$ cat src/rtl/pwrdn_pkg.sv
package pwrdn_pkg;

  typedef enum logic [2:0] {
    PH_RUN  = 3'd0,
    PH_PEND = 3'd1,
    PH_HK   = 3'd2,
    PH_DOWN = 3'd3,
    PH_WAKE = 3'd4
  } phase_t;

endpackage

$ cat src/rtl/pwrdn_edge.sv
module pwrdn_edge (
  input  logic clk,
  input  logic rst_n,
  input  logic lvl_i,
  output logic rise_o
);

  logic lvl_q;
  logic lvl_d;

  always_comb begin
    lvl_d = lvl_i;
  end

  always_ff @(posedge clk or negedge rst_n) begin
    if (!rst_n) lvl_q <= 1'b0;
    else        lvl_q <= lvl_d;
  end

  assign rise_o = lvl_i & ~lvl_q;

  // a level that was already high on the previous edge is not an edge
  a_r8_no_rise_on_level: assert property (@(posedge clk) disable iff (!rst_n)
    lvl_i && $past(lvl_i) |-> !rise_o);

endmodule

$ cat src/rtl/pwrdn_osc_timer.sv
module pwrdn_osc_timer #(
  parameter int unsigned OSC_CYC = 16
) (
  input  logic clk,
  input  logic rst_n,
  input  logic load_i,
  input  logic skip_i,
  input  logic run_i,
  output logic done_o
);

  localparam int unsigned CW = $clog2(OSC_CYC + 1);
  localparam logic [CW-1:0] LOAD_VAL = CW'(OSC_CYC);

  logic [CW-1:0] cnt_q;
  logic [CW-1:0] cnt_d;
  logic          cnt_en;

  always_comb begin
    cnt_en = load_i | (run_i & (cnt_q != '0));
    cnt_d  = cnt_q;
    if (load_i)      cnt_d = skip_i ? '0 : LOAD_VAL;
    else if (cnt_en) cnt_d = cnt_q - 1'b1;
  end

  always_ff @(posedge clk or negedge rst_n) begin
    if (!rst_n)      cnt_q <= '0;
    else if (cnt_en) cnt_q <= cnt_d;
  end

  assign done_o = (cnt_q == '0);

  // the wait counts down by exactly one per waking cycle
  a_r10_count_step: assert property (@(posedge clk) disable iff (!rst_n)
    run_i && !load_i && cnt_q != '0 |=> cnt_q == $past(cnt_q) - 1'b1);

endmodule

$ cat src/rtl/pwrdn_fsm.sv
module pwrdn_fsm
  import pwrdn_pkg::*;
(
  input  logic   clk,
  input  logic   rst_n,
  input  logic   pd_set_i,
  input  logic   pu_rise_i,
  input  logic   irq_ack_i,
  input  logic   rti_i,
  input  logic   idle_i,
  input  logic   pll_lock_i,
  input  logic   osc_done_i,
  input  logic   ctx_mode_i,
  output phase_t phase_o,
  output logic   wake_load_o,
  output logic   ctx_clr_o,
  output logic   resume_o
);

  phase_t st_q, st_d;
  logic   wake_done;
  logic   clr_q, clr_d, res_q, res_d;

  assign wake_done = (st_q == PH_WAKE) && osc_done_i && pll_lock_i;

  always_comb begin
    st_d = st_q;
    unique case (st_q)
      PH_RUN:  if (pd_set_i) st_d = PH_PEND;
      PH_PEND: begin
        if (pu_rise_i)      st_d = PH_RUN;
        else if (irq_ack_i) st_d = PH_HK;
      end
      PH_HK: begin
        if (pu_rise_i || rti_i) st_d = PH_RUN;
        else if (idle_i)        st_d = PH_DOWN;
      end
      PH_DOWN: if (pu_rise_i) st_d = PH_WAKE;
      PH_WAKE: if (wake_done) st_d = PH_RUN;
      default: st_d = PH_RUN;
    endcase
  end

  always_comb begin
    clr_d = wake_done & ctx_mode_i;
    res_d = wake_done & ~ctx_mode_i;
  end

  always_ff @(posedge clk or negedge rst_n) begin
    if (!rst_n) begin
      st_q  <= PH_RUN;
      clr_q <= 1'b0;
      res_q <= 1'b0;
    end else begin
      st_q  <= st_d;
      clr_q <= clr_d;
      res_q <= res_d;
    end
  end

  assign phase_o     = st_q;
  assign wake_load_o = (st_q == PH_DOWN) && pu_rise_i;
  assign ctx_clr_o   = clr_q;
  assign resume_o    = res_q;

  // a second request while one is being serviced never re-enters pending
  a_r4_no_second_req: assert property (@(posedge clk) disable iff (!rst_n)
    st_q == PH_HK && pd_set_i |=> st_q != PH_PEND);

  // a power-up edge wins over idle during the handshake
  a_r6_abort_wins: assert property (@(posedge clk) disable iff (!rst_n)
    (st_q == PH_PEND || st_q == PH_HK) && pu_rise_i |=> st_q == PH_RUN);

  // nothing but a power-up edge leaves the powered-down phase
  a_r8_down_sticky: assert property (@(posedge clk) disable iff (!rst_n)
    st_q == PH_DOWN && !pu_rise_i |=> st_q == PH_DOWN);

  // the two start-up pulses are exclusive
  a_r11_one_pulse: assert property (@(posedge clk) disable iff (!rst_n)
    !(clr_q && res_q));

endmodule

$ cat src/rtl/pwrdn_seq.sv
module pwrdn_seq
  import pwrdn_pkg::*;
#(
  parameter int unsigned OSC_CYC = 16,
  parameter int unsigned VEC_W   = 14,
  parameter logic [VEC_W-1:0] PD_VEC = 14'h002C
) (
  input  logic             clk,
  input  logic             rst_n,
  input  logic             pd_set_i,
  input  logic             pu_bit_i,
  input  logic             irq_ack_i,
  input  logic             rti_i,
  input  logic             idle_i,
  input  logic             pll_lock_i,
  input  logic             xtal_on_i,
  input  logic             ctx_mode_i,
  output logic             nmi_req_o,
  output logic [VEC_W-1:0] nmi_vec_o,
  output logic             clk_en_o,
  output logic             osc_en_o,
  output logic             pll_en_o,
  output logic             hold_o,
  output logic             ctx_clr_o,
  output logic             resume_o,
  output logic [2:0]       phase_o
);

  phase_t ph;
  logic   pu_rise;
  logic   wake_load;
  logic   osc_done;
  logic   gated;

  pwrdn_edge u_pu_edge (
    .clk    (clk),
    .rst_n  (rst_n),
    .lvl_i  (pu_bit_i),
    .rise_o (pu_rise)
  );

  pwrdn_osc_timer #(.OSC_CYC(OSC_CYC)) u_osc (
    .clk    (clk),
    .rst_n  (rst_n),
    .load_i (wake_load),
    .skip_i (xtal_on_i),
    .run_i  (ph == PH_WAKE),
    .done_o (osc_done)
  );

  pwrdn_fsm u_fsm (
    .clk         (clk),
    .rst_n       (rst_n),
    .pd_set_i    (pd_set_i),
    .pu_rise_i   (pu_rise),
    .irq_ack_i   (irq_ack_i),
    .rti_i       (rti_i),
    .idle_i      (idle_i),
    .pll_lock_i  (pll_lock_i),
    .osc_done_i  (osc_done),
    .ctx_mode_i  (ctx_mode_i),
    .phase_o     (ph),
    .wake_load_o (wake_load),
    .ctx_clr_o   (ctx_clr_o),
    .resume_o    (resume_o)
  );

  assign gated     = (ph == PH_DOWN) || (ph == PH_WAKE);
  assign nmi_req_o = (ph == PH_PEND);
  assign nmi_vec_o = PD_VEC;
  assign clk_en_o  = ~gated;
  assign hold_o    = gated;
  assign pll_en_o  = (ph != PH_DOWN);
  assign osc_en_o  = (ph == PH_DOWN) ? xtal_on_i : 1'b1;
  assign phase_o   = ph;

  // a request is only raised by a powerdown write
  a_r2_req_cause: assert property (@(posedge clk) disable iff (!rst_n)
    $rose(nmi_req_o) |-> $past(pd_set_i));

  // clocks stop only after an idle indication
  a_r5_gate_on_idle: assert property (@(posedge clk) disable iff (!rst_n)
    $fell(clk_en_o) |-> $past(idle_i));

  // clocks come back only with the PLL locked
  a_r10_lock_first: assert property (@(posedge clk) disable iff (!rst_n)
    $rose(clk_en_o) |-> $past(pll_lock_i));

endmodule

$ cat config.mk
export PLATFORM = sky130hd
export DESIGN_NAME = pwrdn_seq
export DESIGN_NICKNAME = d
export VERILOG_FILES = /design/src/rtl/pwrdn_pkg.sv /design/src/rtl/pwrdn_edge.sv /design/src/rtl/pwrdn_osc_timer.sv /design/src/rtl/pwrdn_fsm.sv /design/src/rtl/pwrdn_seq.sv
export SDC_FILE = /design/constraint.sdc
export NUM_CORES = 1
export LEC_CHECK = 0
export BUFFER_PORTS_ARGS = -buffer_cell sky130_fd_sc_hd__buf_4
export CAP_MARGIN = 20
export CORE_MARGIN = 4
export CORE_UTILIZATION = 43
export CTS_BUF_LIST = sky130_fd_sc_hd__clkbuf_8 sky130_fd_sc_hd__clkbuf_16
export DETAILED_ROUTE_END_ITERATION = 8
export PLACE_DENSITY = 0.76
export SYNTH_ARGS = -nofsm -noshare
export SYNTH_HDL_FRONTEND = slang
export SYNTH_HIERARCHICAL = 1
export SYNTH_SLANG_ARGS = --single-unit
$ cat constraint.sdc
create_clock -name clk -period 3.9 [get_ports clk]
set_input_delay 0.195 -clock clk [delete_from_list [all_inputs] [get_ports clk]]
set_output_delay 0.195 -clock clk [all_outputs]
set_load 0.05 [all_outputs]
### Word level (Yosys, flattened, before mapping)

Cells that the tools add are included.

| operators by class | value |
|---|---|
| $add $sub $neg | 1 |
| eq/ne operators | 10 |
| mux-type cells | 11 |
| bitwise gates (word level) | 8 |
| reductions and logical operators | 9 |

Operator list:

| cell | number |
|---|---|
| 3-bit two-way mux | 7 |
| 3-bit case mux with 5 select lines | 1 |
| 5-bit two-way mux | 2 |
| 3-bit by 2-bit inequality test with 1-bit output, second input constant | 3 |
| 3-bit by 2-bit equality test with 1-bit output, second input constant | 2 |
| 5-bit logical NOT | 1 |
| 5-bit AND reduction | 1 |
| 5-bit nonzero test | 1 |
| 5-bit by 1-bit subtractor with 5-bit output, second input constant | 1 |
| 1-bit AND | 4 |
| 2-bit by 1-bit inequality test with 1-bit output, second input constant | 2 |
| 3-bit by 1-bit equality test with 1-bit output, second input constant | 1 |
| 3-bit equality test, second input constant | 1 |
| 1-bit logical AND | 3 |
| 3-bit logical NOT | 1 |
| 1-bit NOT | 3 |
| 1-bit logical OR | 2 |
| 2-bit inequality test, second input constant | 1 |
| 1-bit two-way mux | 1 |
| 1-bit OR | 1 |

| word-level totals | value |
|---|---|
| register bits | 11 |
| input bits | 10 |
| output and inout bits | 24 |
| word-level logic and storage cells | 44 |

### Depth between registers and ports, before layout

Gate-level depths: netlist of run 1.

| depth | value |
|---|---|
| depth after elaboration | 5 |
| depth in mapped cells | 6 |
| mapped depth without buffers | 6 |

### Cells and area by module

Netlist of run 1, hierarchy kept.

By module, submodules not included:

| module | instances | cells each | area an instance (um^2) |
|---|---|---|---|
| pwrdn_osc_timer | 1 | 25 | 255.2 |
| pwrdn_fsm | 1 | 19 | 230.2 |
| pwrdn_seq | 1 | 22 | 158.9 |
| pwrdn_edge | 1 | 2 | 38.8 |

### Least setup slack after synthesis of run 1

Ideal clock, no wire load.

| timing | value |
|---|---|
| path kind | register to output |
| start point | reg u_fsm.st_q[2] (netlist: u_fsm/phase_o[2]) |
| end point | out clk_en_o |
| arrival time | 2.017 ns |
| slack | 1.688 ns |
| stages on the path, launching flop included | 3 |
| path buffers | 0 |
| cells stage by stage | dfrtp_1 nand3b_1 nor2b_1 |

| on the way | value |
|---|---|
| cells in the longest elaborated chain, start to end | 3 |

RTL lines:

| item | line | RTL |
|---|---|---|
| start: declaration | pwrdn_fsm.sv:20 | `phase_t st_q, st_d;` |
| start signal: assignment | pwrdn_fsm.sv:55 | `st_q <= st_d;` |
| 3-bit by 2-bit equality test with 1-bit output or 3-bit equality test (tied branches) | pwrdn_seq.sv:68 | `assign gated = (ph == PH_DOWN) \|\| (ph == PH_WAKE);` |
| 1-bit logical OR * | pwrdn_seq.sv:68 |  |
| 1-bit NOT * | pwrdn_seq.sv:71 | `assign clk_en_o = ~gated;` |
| end: declaration | pwrdn_seq.sv:20 | `output logic clk_en_o,` |

Mark *: on every way between the ends. The rest lies on a longest branch, timed or not.

### Final worst setup path of run 1

| timing | value |
|---|---|
| start point | reg u_fsm.st_q[0] (netlist: u_fsm/phase_o[0]) |
| end point | reg u_osc.cnt_q[3] |

| on the way | value |
|---|---|
| cells in the longest elaborated chain, start to end | 3 |

RTL lines:

| item | line | RTL |
|---|---|---|
| 3-bit equality test or 3-bit by 2-bit equality test with 1-bit output (tied branches) | pwrdn_seq.sv:47, pwrdn_fsm.sv:62 |  |
| 1-bit AND or 1-bit logical AND (tied branches) | pwrdn_osc_timer.sv:20, pwrdn_fsm.sv:62 |  |
| 1-bit OR or 5-bit two-way mux (tied branches) | pwrdn_osc_timer.sv:20, pwrdn_osc_timer.sv:22 |  |
| end signal: assignment | pwrdn_osc_timer.sv:28 | `else if (cnt_en) cnt_q <= cnt_d;` |
| end: declaration | pwrdn_osc_timer.sv:15 | `logic [CW-1:0] cnt_q;` |

Parallel ways exist; a longest one is shown, timed or not.
A chain may end at the register's enable or synchronous reset.

==> results of run 1 <==
cell families after synthesis:
group | synth area share
compound gates | 0.148
fa+ha+maj | 0.0183
buf+inv | 0.181
flops | 0.403
other cells | 0.0110
simple gates | 0.238
final timing paths:
path / startpoint / slack (ns) / end / depth (start not counted)
setup / recovery: u_fsm/phase_o[0]$_DFFE_PN0P_ / 2.17 / u_osc/cnt_q[3]$_DFFE_PN0P_ / 4
hold / removal: pu_bit_i / 0.08 / u_pu_edge/lvl_q$_DFF_PN0_ / 1
setup reg to reg: u_fsm/phase_o[0]$_DFFE_PN0P_ / 2.17 / u_osc/cnt_q[3]$_DFFE_PN0P_ / 4
hold reg to reg: u_osc/cnt_q[3]$_DFFE_PN0P_ / 0.56 / u_osc/cnt_q[3]$_DFFE_PN0P_ / 1
max in group asynchronous: rst_n / 3.42 / u_fsm/phase_o[2]$_DFFE_PN0P_ / 2
min in group asynchronous: rst_n / 0.33 / u_osc/cnt_q[1]$_DFFE_PN0P_ / 2
report_power, final:
| group | total, W | switching (W) | internal, W |
|---|---|---|---|
| registers | 0.000198 | 0.0000474 | 0.000151 |
| logic | 0.000364 | 0.000245 | 0.000119 |
| clock network | 0.000109 | 0.0000401 | 0.0000689 |
sequential cells by signal, summed over array words and instances, names as in the netlist:
| signal | cells |
|---|---|
| u_osc/cnt_q | 5 |
| u_fsm/phase_o | 3 |
| u_fsm/ctx_clr_o | 1 |
| u_fsm/resume_o | 1 |
| u_pu_edge/lvl_q | 1 |
per-layer routing:
layer / wire length (um) / vias up / GRT usage
met2: 665 / 17 / 0.230
met1: 563 / 234 / 0.144
met4: 27 / 0 / 0.0645
li1: - / 258 / -
met5: 0 / - / 0
met3: 77 / 2 / 0.0489
critical path, cell delays in order, from the launching register on:
cell,delay (ns)
dfrtp_1,0.47
nor3b_2,0.42
or4b_1,0.49
nor4_1,0.17
a31o_1,0.12
cells in the mapped netlist (all sizes together):
cell / number / area, um2
nor3b: 4 / 35.0
a21oi: 4 / 20.0
nand3b: 1 / 7.51
or2: 1 / 6.26
a221oi: 1 / 15.0
o311ai: 1 / 8.76
or4b: 2 / 23.8
dfrtp: 11 / 275
inv: 5 / 18.8
a311oi: 1 / 8.76
a21o: 3 / 22.5
nand3: 1 / 5.00
nor2b: 2 / 20.0
or3b: 1 / 8.76
nand2: 3 / 11.3
nor4: 1 / 6.26
o21ai: 2 / 10.0
a211oi: 1 / 7.51
nand2b: 2 / 12.5
and4b: 1 / 11.3
buf: 14 / 105
ha: 1 / 12.5
or3: 1 / 6.26
and4: 1 / 8.76
a31o: 1 / 8.76
conb: 2 / 7.51
repair_timing:
action	in CTS	in global routing
hold buffers	1	0
resized for setup	0	0
endpoints found under the hold margin	11	0
cell type report:
type,instances,area share
Timing Repair Buffer,20,0.182
Tap cell,16,0.0238
Clock buffer,3,0.0491
Multi-Input combinational cell,50,0.391
Clock inverter,1,0.00446
Inverter,5,0.0223
Sequential cell,11,0.327
stage by stage:
step | hold slack (ns) | instances | util | worst slack, ns | total power, W
after floorplan | -0.101 | 80 | - | 1.69 | 0.000474
after global placement | 0.0374 | 101 | 0.522 | 2.20 | 0.000557
after detailed placement | 0.0373 | 101 | 0.522 | 2.17 | 0.000565
after CTS | 0.0730 | 106 | 0.558 | 2.17 | 0.000677
after global routing | 0.0702 | 106 | 0.558 | 2.03 | 0.000716
final | 0.0789 | 106 | 0.558 | 2.17 | 0.000671
==> impl_metrics.tcl, run 1 <==
set metrics [dict create \
    status "completed" \
    totalWireLength_mm 1.33 \
    maxCapViolCount 0 \
    maxSlewViolCount 0 \
    rsz0062_at_grt "no" \
    num_io_pins 34 \
    clockRootBuffer "clkbuf_8" \
    cts.sinks 11 \
    clkTransAtPathRegs_ns 0.05 \
    grt_util_all_layers 0.134 \
    layout_worst_path_cycle_share 0.445 \
    route.detailed.drc 0 \
    ys_ff_latch 11 \
    ys_types 31 \
    cts_made_buffers 3 \
    ir_worst_vdd_uv 413 \
    syn2layout_area_growth_pct 23.1 \
    grt_pass1_wl_mm 2.07 \
    row_count 14 \
    period_minus_slack_ns 1.73 \
    end_kind "flip-flop" \
    dr.pass1.iters 3 \
    cp.arrival_ns 1.91 \
    antenna_found_initial 0 \
    ff_latch_area_um2 275 \
    p_leak_nw 0.424 \
    grt_max_degree 12 \
    routed_via_density 4.82 \
    die-area_um2 2290 \
    critPathLaunchType "flip-flop" \
    holdCritPathClass "in -> reg" \
    portBuffers 19 \
    hold_viol_final 0 \
    fillers 153 \
    path_max_fanout 9 \
    ys_seq_area_frac 0.403 \
    ys_warn_count 6 \
    clock_skew_ns 0.00279 \
    setup_violations 0 \
    syn_inst 68 \
    wire_per_inst_um 12.6 \
    tritoncts "yes" \
    fin_area_um2 841 \
    fp.dieW_um 47.9 \
    drive_gt1_frac 0.311 \
    post_cts_buffers 0 \
    setup_tns_ns 0 \
    multiInputGateArea_um2 329 \
    drt_iter0_drc 5 \
    required_ns 4.07 \
    synth_area_per_cell_um2 10.0 \
    timing.fmax_ghz 0.577 \
    powerDensity_nw_per_um2 798 \
    grt_pass1_vias 466 \
    ctsHtreeMaxLevel 1 \
    coreArea_um2 1510 \
    vias 511 \
    diodes 0 \
    cts.path.max_buffers 2 \
    layout_commonest_cell "buf_4" \
    final_cell_mix "buf_4, conb_1, dfrtp_1, inv_1, a21oi_1" \
    die_y_um 47.9 \
    gp_congestion 0.799 \
    post_dp_cell_area_um2 786 \
    path_class "reg -> reg" \
    syn_area_um2 683 \
    initial_core_util 0.453 \
    fin_nets 102 \
    hpwl_mm 1.06 \
    overflow 0 \
    clk_latency_ns 0.23 \
    final_antenna_net_count 0 \
]
(Power assumes the default switching activity.)
==> run 2, diff against run 1 <==
--- a/config.mk
+++ b/config.mk
@@ -5,13 +5,15 @@
 export SDC_FILE = /design/constraint.sdc
 export NUM_CORES = 1
 export LEC_CHECK = 0
+export ABC_AREA = 1
 export BUFFER_PORTS_ARGS = -buffer_cell sky130_fd_sc_hd__buf_4
 export CAP_MARGIN = 20
+export CORE_ASPECT_RATIO = 1.4
 export CORE_MARGIN = 4
-export CORE_UTILIZATION = 43
+export CORE_UTILIZATION = 42
 export CTS_BUF_LIST = sky130_fd_sc_hd__clkbuf_8 sky130_fd_sc_hd__clkbuf_16
 export DETAILED_ROUTE_END_ITERATION = 8
-export PLACE_DENSITY = 0.76
+export PLACE_DENSITY = 0.74
 export SYNTH_ARGS = -nofsm -noshare
 export SYNTH_HDL_FRONTEND = slang
 export SYNTH_HIERARCHICAL = 1
==> constraint.sdc (replaced) <==
create_clock -name clk -period 1.5 [get_ports clk]
set_input_delay 0.075 -clock clk [delete_from_list [all_inputs] [get_ports clk]]
set_output_delay 0.075 -clock clk [all_outputs]
set_load 0.05 [all_outputs]
==> run 2 against run 1 <==
Against the previous run:
- clock skew down 0.0015 ns
- synthesized cell count up 69%
- first-iteration DRC count rose to 3.4 times the previous value
- power rose to 3.1 times the previous value
- highest routed layer unchanged
- critical path type unchanged
- clock power rose to 2.7 times the previous value
- flip-flop and latch count unchanged
- final area up 25%
- combinational power rose to 3.6 times the previous value
- setup slack worse by 2.1 ns
- critical endpoint is now u_fsm/phase_o[1]$_DFFE_PN0P_
==> impl_metrics.tcl, run 2 <==
set metrics [dict create \
    clk_latency_ns 0.24 \
    initial_core_util 0.453 \
    clock_skew_ns 0.00125 \
    routed_via_density 4.80 \
    route.detailed.drc 0 \
    layout_worst_path_cycle_share 0.923 \
    ys_types 20 \
    synth-edff-count 0 \
    async_reset_ff_frac 1.00 \
    fin_nets 154 \
    end_kind "flip-flop" \
    ys_seq_area_frac 0.333 \
    top_register "u_osc/cnt_q" \
    setup_tns_ns 0 \
    maxSlewViolCount 0 \
    drive_gt1_frac 0.317 \
    yosysTopAreaCell "dfrtp_1" \
    grt_util_all_layers 0.155 \
    critPathLaunchType "flip-flop" \
    cp.arrival_ns 1.51 \
    syn_inst 115 \
    synth.top_cell.area_share 0.333 \
    drt_iter0_drc 17 \
    vias 777 \
    cts.sinks 11 \
    cts.path.max_buffers 2 \
    yosys-top-cells-count "nand2_1, nand3_1, buf_4, inv_1, dfrtp_1" \
    cts_made_buffers 3 \
    tritoncts "yes" \
    syn_area_um2 827 \
    synthFlopType "dfrtp_1" \
    period_minus_slack_ns 1.38 \
    die_y_um 60.5 \
    antenna_found_initial 0 \
    gp_congestion 0.840 \
    ctsHtreeMaxLevel 1 \
    coreArea_um2 1820 \
    fillers 175 \
    fp.dieW_um 45.5 \
    syn2layout_area_growth_pct 27.4 \
    ys_ff_latch 11 \
    portBuffers 19 \
    post_cts_buffers 0 \
    setup_violations 0 \
    grt_pass1_vias 719 \
    ir_worst_vdd_uv 999 \
    fin_util 0.578 \
    wire_per_inst_um 11.4 \
    layout_commonest_cell "nand2_1" \
    clkTransAtPathRegs_ns 0.05 \
    die-area_um2 2750 \
    grt_pass1_wl_mm 3.11 \
    overflow 0 \
    synth_area_leaders "dfrtp_1, buf_4, nand2_1, nand3_1, inv_1" \
    rsz0062_at_grt "no" \
    ys_warn_count 6 \
    holdCritPathClass "in -> reg" \
    num_io_pins 34 \
    row_count 18 \
    final_antenna_net_count 0 \
    diodes 0 \
    synth_most_common_cell "nand2_1" \
    grt_max_degree 14 \
    largest_reg_flops 5 \
    path_max_fanout 4 \
    required_ns 1.63 \
    timing.fmax_ghz 0.722 \
    final_cell_mix "nand2_1, buf_4, nand3_1, conb_1, inv_1" \
    power_w 0.00210 \
    powerDensity_nw_per_um2 1990 \
    p_leak_nw 0.585 \
    status "completed" \
    hold_viol_final 0 \
    maxCapViolCount 0 \
    path_class "reg -> reg" \
    synth_area_per_cell_um2 7.19 \
    dr.pass1.iters 4 \
    clockRootBuffer "clkbuf_8" \
    totalWireLength_mm 1.84 \
    hpwl_mm 1.45 \
]
-- run 2: cell families (layout without fill, tap and decap cells) --
logic type / count (synthesis) / in the layout / synth area share
other: 2 / 14 / 0.00908
and+or+nand+nor: 65 / 65 / 0.402
adders and majority gates: 1 / 1 / 0.0151
DFF: 11 / 11 / 0.333
AOI/OAI and AO/OA: 5 / 5 / 0.0303
xor gates and xnor gates: 1 / 1 / 0.0106
buffers and inverters: 30 / 45 / 0.200
-- run 2: layout make-up --
type	count	area, um2	share of cell area
clock buffer	3	41.3	0.0392
tap	20	25.0	0.0238
sequential	11	279	0.265
clock inverter	1	3.75	0.00356
multi-input combinational	86	449	0.426
timing repair buffer	25	195	0.185
inverter	16	60.1	0.0570
-- run 2: worst max-delay path, cell delays in order, from the launching register on --
cell and delay [ns]:
dfrtp_1 0.40, inv_1 0.10, ha_4 0.16, nand3b_4 0.11
inv_1 0.09, nand2_1 0.06, nand3_1 0.13, nand4_1 0.11
nand2_1 0.07, nand2_1 0.05
-- run 2: path summary, 6_finish.rpt --
path                                             from                           end  slack, ns  cells after the start
setup / recovery           u_osc/cnt_q[1]$_DFFE_PN0P_  u_fsm/phase_o[1]$_DFFE_PN0P_       0.12                      9
hold / removal                              xtal_on_i    u_osc/cnt_q[4]$_DFFE_PN0P_       0.02                      2
setup reg to reg           u_osc/cnt_q[1]$_DFFE_PN0P_  u_fsm/phase_o[1]$_DFFE_PN0P_       0.12                      9
hold reg to reg            u_osc/cnt_q[0]$_DFFE_PN0P_    u_osc/cnt_q[0]$_DFFE_PN0P_       0.51                      1
max in group asynchronous                       rst_n  u_fsm/phase_o[1]$_DFFE_PN0P_       1.13                      2
min in group asynchronous                       rst_n    u_osc/cnt_q[3]$_DFFE_PN0P_       0.20                      2
-- run 2: per-layer routing --
layer	routed length (um)	share of wire	GRT usage	vias to the layer above
met5	0	0	0	-
met4	42	0.023	0.0879	0
met3	139	0.076	0.0386	5
met2	981	0.53	0.246	32
met1	675	0.37	0.187	352
li1	-	-	-	388
-- run 2: repair_timing --
item | 4_1_cts | 5_1_grt
endpoints found under the setup margin | 0 | 6
gates resized for setup | 0 | 4
hold buffers | 3 | 0
hold endpoints to repair | 13 | 0
-- run 2: metrics by stage --
| stage | setup slack (ns) | cell area, um2 | instances | hold WS (ns) |
|---|---|---|---|---|
| after global routing | 0.0130 | 1050 | 162 | 0.0247 |
| after CTS | 0.0422 | 1040 | 162 | 0.0174 |
| final | 0.116 | 1050 | 162 | 0.0241 |
| after floorplan | 0.0711 | 881 | 127 | -0.221 |
| after detailed placement | 0.0496 | 966 | 155 | -0.0773 |
| after global placement | 0.110 | 966 | 155 | -0.0806 |
-- run 2: report_power, final --
group	internal, W	switching, W
clock network	0.000180	0.000113
registers	0.000398	0.000108
logic	0.000448	0.000854
total	0.00103	0.00108
